<file path="config.mk">
export PLATFORM = sky130hd
export DESIGN_NAME = preadd_mac
export DESIGN_NICKNAME = d
export VERILOG_FILES = /design/src/rtl/preadd_mac_pkg.sv /design/src/rtl/pma_stage.sv /design/src/rtl/pma_preadd.sv /design/src/rtl/pma_mul.sv /design/src/rtl/preadd_mac.sv
export SDC_FILE = /design/constraint.sdc
export NUM_CORES = 2
export LEC_CHECK = 0
export CORE_MARGIN = 2
export CORE_UTILIZATION = 35
export DETAILED_ROUTE_END_ITERATION = 10
export SLEW_MARGIN = 20
export SYNTH_ARGS = -nofsm -noshare
export SYNTH_HDL_FRONTEND = slang
export SYNTH_SLANG_ARGS = --single-unit
export TNS_END_PERCENT = 10
</file>
<file path="constraint.sdc">
create_clock -name clk -period 8.4 [get_ports clk]
set_input_delay 1.68 -clock clk [delete_from_list [all_inputs] [get_ports clk]]
set_output_delay 1.68 -clock clk [all_outputs]
set_load 0.01 [all_outputs]
</file>
<file path="src/rtl/preadd_mac_pkg.sv">
package preadd_mac_pkg;

    // Sign controls that travel with the operand path.
    typedef struct packed {
        logic pre_sub;
        logic prod_neg;
    } sign_ctl_t;

    // Number of kept registers on a path.
    function automatic int pipe_depth(bit k0, bit k1, bit k2, bit k3);
        return int'(k0) + int'(k1) + int'(k2) + int'(k3);
    endfunction

endpackage

</file>
<file path="src/rtl/pma_stage.sv">
// One optional pipeline register: kept or replaced by a wire.
module pma_stage #(
    parameter int W    = 8,
    parameter bit KEEP = 1'b1
) (
    input  logic         clk,
    input  logic         rst_n,
    input  logic [W-1:0] d,
    output logic [W-1:0] q
);
    generate
        if (KEEP) begin : g_reg
            always_ff @(posedge clk or negedge rst_n) begin
                if (!rst_n) q <= '0;
                else        q <= d;
            end
        end else begin : g_wire
            logic unused_clk_rst;
            assign unused_clk_rst = clk ^ rst_n;
            assign q = d;
        end
    endgenerate
endmodule

</file>
<file path="src/rtl/pma_preadd.sv">
// Pre-adder: D plus or minus A, one bit wider than the operands.
module pma_preadd #(
    parameter int AW = 25
) (
    input  logic signed [AW-1:0] a,
    input  logic signed [AW-1:0] d,
    input  logic                 sub,
    output logic signed [AW:0]   s
);
    logic signed [AW:0] a_x;
    logic signed [AW:0] d_x;

    assign a_x = (AW+1)'(a);
    assign d_x = (AW+1)'(d);
    assign s   = sub ? (d_x - a_x) : (d_x + a_x);
endmodule

</file>
<file path="src/rtl/pma_mul.sv">
// Signed multiplier with optional negation, sign-extended to the result width.
module pma_mul #(
    parameter int SW = 26,
    parameter int BW = 18,
    parameter int PW = 48
) (
    input  logic signed [SW-1:0] s,
    input  logic signed [BW-1:0] b,
    input  logic                 neg,
    output logic signed [PW-1:0] m
);
    localparam int MW = SW + BW;

    logic signed [MW-1:0] prod;
    logic signed [PW-1:0] prod_x;

    assign prod   = s * b;
    assign prod_x = PW'(prod);
    assign m      = neg ? -prod_x : prod_x;
endmodule

</file>
<file path="src/rtl/preadd_mac.sv">
module preadd_mac
    import preadd_mac_pkg::*;
#(
    parameter int AW       = 25,
    parameter int BW       = 18,
    parameter int CW       = 48,
    parameter bit KEEP_IN  = 1'b1,
    parameter bit KEEP_PRE = 1'b1,
    parameter bit KEEP_MUL = 1'b1,
    parameter bit KEEP_C   = 1'b1,
    parameter bit KEEP_OUT = 1'b1
) (
    input  logic                 clk,
    input  logic                 rst_n,
    input  logic                 in_valid,
    input  logic                 pre_sub,
    input  logic                 prod_neg,
    input  logic                 post_sub,
    input  logic signed [AW-1:0] op_a,
    input  logic signed [BW-1:0] op_b,
    input  logic signed [CW-1:0] op_c,
    input  logic signed [AW-1:0] op_d,
    output logic                 out_valid,
    output logic signed [CW-1:0] out_p
);
    localparam int SW  = AW + 1;
    localparam int PW  = CW;
    localparam int S1W = 1 + $bits(sign_ctl_t) + 2 * AW + BW;
    localparam int S2W = 2 + SW + BW;
    localparam int S3W = 1 + PW;
    localparam int SCW = 1 + CW;
    localparam int S4W = 1 + PW;

    // Stage 1: operand input register
    sign_ctl_t          in_ctl;
    sign_ctl_t          s1_ctl;
    logic [S1W-1:0]     s1_d, s1_q;
    logic               s1_v;
    logic signed [AW-1:0] s1_a, s1_d_op;
    logic signed [BW-1:0] s1_b;

    assign in_ctl = '{pre_sub: pre_sub, prod_neg: prod_neg};
    assign s1_d   = {in_valid, in_ctl, op_a, op_d, op_b};

    pma_stage #(.W(S1W), .KEEP(KEEP_IN)) u_st_in (
        .clk(clk), .rst_n(rst_n), .d(s1_d), .q(s1_q)
    );
    assign {s1_v, s1_ctl, s1_a, s1_d_op, s1_b} = s1_q;

    // Pre-adder and stage 2
    logic signed [SW-1:0] pre_sum;

    pma_preadd #(.AW(AW)) u_pre (
        .a(s1_a), .d(s1_d_op), .sub(s1_ctl.pre_sub), .s(pre_sum)
    );

    logic [S2W-1:0]       s2_d, s2_q;
    logic                 s2_v, s2_neg;
    logic signed [SW-1:0] s2_sum;
    logic signed [BW-1:0] s2_b;

    assign s2_d = {s1_v, s1_ctl.prod_neg, pre_sum, s1_b};

    pma_stage #(.W(S2W), .KEEP(KEEP_PRE)) u_st_pre (
        .clk(clk), .rst_n(rst_n), .d(s2_d), .q(s2_q)
    );
    assign {s2_v, s2_neg, s2_sum, s2_b} = s2_q;

    // Multiplier and stage 3
    logic signed [PW-1:0] mul_res;

    pma_mul #(.SW(SW), .BW(BW), .PW(PW)) u_mul (
        .s(s2_sum), .b(s2_b), .neg(s2_neg), .m(mul_res)
    );

    logic [S3W-1:0]       s3_q;
    logic                 s3_v;
    logic signed [PW-1:0] s3_m;

    pma_stage #(.W(S3W), .KEEP(KEEP_MUL)) u_st_mul (
        .clk(clk), .rst_n(rst_n), .d({s2_v, mul_res}), .q(s3_q)
    );
    assign {s3_v, s3_m} = s3_q;

    // C input register, carrying its own sign control
    logic [SCW-1:0]       sc_q;
    logic                 sc_sub;
    logic signed [CW-1:0] sc_c;

    pma_stage #(.W(SCW), .KEEP(KEEP_C)) u_st_c (
        .clk(clk), .rst_n(rst_n), .d({post_sub, op_c}), .q(sc_q)
    );
    assign {sc_sub, sc_c} = sc_q;

    // Final adder (always present) and output register
    logic signed [PW-1:0] fin_sum;
    logic [S4W-1:0]       s4_q;

    assign fin_sum = s3_m + (sc_sub ? -sc_c : sc_c);

    pma_stage #(.W(S4W), .KEEP(KEEP_OUT)) u_st_out (
        .clk(clk), .rst_n(rst_n), .d({s3_v, fin_sum}), .q(s4_q)
    );
    assign {out_valid, out_p} = s4_q;

endmodule

</file>
==> reports/metrics.cfg <==
[critical_path]
rrSetupSlack_ns=0.47
crit_path_end_kind=flop
startpoint_type=flop
cp.required_ns=8.80
arrival_ns=8.33
crit-reg2reg-capture=u_st_mul.q[47]$_DFF_PN0_
r2r_cells=23
worstPathMaxFanout=20
crit_type=flop to flop
worstReg2RegStart=u_st_pre.q[13]$_DFF_PN0_

[global_route]
grt_pass1_vias=21642
overflow=0
grt_antenna_before_repair=1
grt_max_degree=131
grt_usage_pct=16.5
grt_pass1_wl_mm=114

[placement]
io_buffers=170
hpwl_mm=56.9
gp_congestion=0.854

[drt]
wirelength_mm=68.4
drt_iter0_markers=1036
via_per_inst=4.75
drc=0
first_pass_iters=6
vias=20420
antenna_left=0
routedWlPerCell_um=15.9

[clock_network]
cts_root_buf=clkbuf_16
insertion_delay_ns=0.56
htree_levels=2
cts.repair.resized=0
clock_sinks=264
cts_tree=yes
numCtsBuffers=36
postCtsHoldBufs=0
path_clk_slew_ns=0.05
max-clock-path-buffers=3
post-cts-setup-buffers=0

[synthesis]
ys_seq_area_share_pct=22.6
synth_cell_types=62
ys_async_sr_fraction_pct=100
avgSynthCellArea_um2=9.62
synthCells=3032
synth-edff-count=0
ys.flop_type=dfrtp_1
yosysTopAreaCellShare_pct=31.5
synth.largest_area_cell=fa_1
synthTopCellsByArea=fa_1, dfrtp_1, ha_1
yosysMostFrequentCell=inv_1
syn_nets=3797
synthesis.area_mm2=0.0292
synth-seq-cells=264
yosys_warnings=0
ys_top_cells_by_count=inv_1, fa_1, nand2_1

[flow_run]
maxCapViolations=0

[cells_and_area]
fill_cells=8045
num-nets-final=3972
diodes=0
seq_area_mm2=0.00661
drive_gt1_share_pct=4.92
syn2layout_area_growth_pct=15.4
multi_input_area_mm2=0.0201

[sta]
finalSetupTns_ns=0
hold_viol_final=0
slew_viol_final=0
slew_headroom_pct=28.7
max_clock_freq_mhz=126
setup_violations=0
rsz0062_at_grt=no
fin_worst_skew_ns=0.0273
period_share_pct=94.4
tightest_slew_ns=1.04
fin_hold_ws_ns=0.344
min_period_ns=7.93

[floorplanning]
dieArea_mm2=0.0857
rows=105
die-width_um=293
core-area_mm2=0.0824
fp.dieH_um=293
ios=171
initial_core_util_pct=35.4

[run_status]
outcome=finished, final reports clean

[min_path]
worstHoldStart=u_st_in.q[11]$_DFF_PN0_
min_to=u_st_pre.q[11]$_DFF_PN0_
hp-class=flop to flop
hold_depth=0

==> routing by layer <==
metal,global-route usage (%),routed length [µm],vias up
met3,3.26,4440,84
met1,22.9,32300,10002
met4,3.85,1390,0
li1,-,-,9794
met5,0,0,-
met2,26.5,30300,540
==> sequential cells by signal, indices dropped and copies added, names as in the netlist <==
register	cells
u_st_c.q	49
u_st_in.q	71
u_st_mul.q	49
u_st_out.q	49
u_st_pre.q	46
==> cells in the final DEF (no fill, tap or decap), drive strengths merged, types with 8 or more instances in the layout <==
master / instances
a211o: 8
or4: 11
nor3: 29
a21o: 38
a21oi: 106
o21a: 11
inv: 561
and2: 178
a2111oi: 8
nor2: 117
dfrtp: 264
nor2b: 14
nand4: 13
a211oi: 15
ha: 184
o41ai: 16
xor2: 47
nand2: 366
nor4: 10
or2: 8
o21ai: 91
or3: 19
and3: 11
o21bai: 14
buf: 72
clkinv: 9
a31oi: 24
nand2b: 25
clkdlybuf4s50: 169
o31ai: 32
clkbuf: 45
nand3: 26
fa: 459
xnor2: 172
==> kinds of logic (layout without fill, tap and decap cells) <==
group                      count (synthesis)  after routing  share of synthesized area, %
and+or+nand+nor                          839            839                          13.9
buffers and inverters                    665            866                          8.55
adders and majority gates                643            643                          39.4
AOI/OAI and AO/OA                        396            396                          8.73
DFF                                      264            264                          22.6
xor gates and xnor gates                 219            219                          6.57
muxes                                      6              6                         0.206
==> cell type report <==
cell class | instances | area share (%)
Multi-Input combinational cell | 2103 | 59.6
Timing Repair Buffer | 241 | 6.72
Sequential cell | 264 | 19.6
Tap cell | 1070 | 3.97
Clock buffer | 45 | 2.99
Inverter | 561 | 6.25
Clock inverter | 19 | 0.825
==> worst max path at each step <==
stage                     depth (start not counted)                       end                      from
after global routing                             28  u_st_mul.q[47]$_DFF_PN0_   u_st_pre.q[8]$_DFF_PN0_
after floorplan                                  24  u_st_mul.q[45]$_DFF_PN0_  u_st_pre.q[17]$_DFF_PN0_
after detailed placement                         23  u_st_mul.q[45]$_DFF_PN0_  u_st_pre.q[13]$_DFF_PN0_
final                                            23  u_st_mul.q[47]$_DFF_PN0_  u_st_pre.q[13]$_DFF_PN0_
after global placement                           26  u_st_mul.q[47]$_DFF_PN0_  u_st_pre.q[14]$_DFF_PN0_
after CTS                                        23  u_st_mul.q[45]$_DFF_PN0_  u_st_pre.q[13]$_DFF_PN0_
==> through the flow <==
stage | instance area, µm² | util (%) | cells | worst slack [ns]
floorplan | 29200 | - | 3032 | 0.822
finish | 33700 | 40.9 | 4303 | 0.470
detailed placement | 32400 | 39.3 | 4239 | 0.479
global route | 33700 | 40.9 | 4303 | 0.0304
global placement | 32400 | 39.3 | 4239 | 0.490
CTS | 33700 | 40.9 | 4303 | 0.466
==> critical path, cell delays in order (launching register included) <==
cell	delay, ns
dfrtp_1	0.82
buf_4	0.27
nand2_1	0.09
fa_1	0.55
inv_1	0.06
fa_1	0.46
fa_1	0.52
fa_1	0.52
fa_1	0.54
inv_1	0.05
fa_1	0.52
inv_1	0.04
ha_1	0.39
and3_1	0.30
nand4_1	0.11
o21ai_0	0.44
a31oi_1	0.25
o31ai_1	0.43
xor2_1	0.16
nor3_1	0.36
nand4_1	0.13
buf_4	0.19
o41ai_2	0.46
mux2i_1	0.13
Power is not shown: default switching activity piles up to over one toggle a cycle in this logic, so the estimate is an artifact.
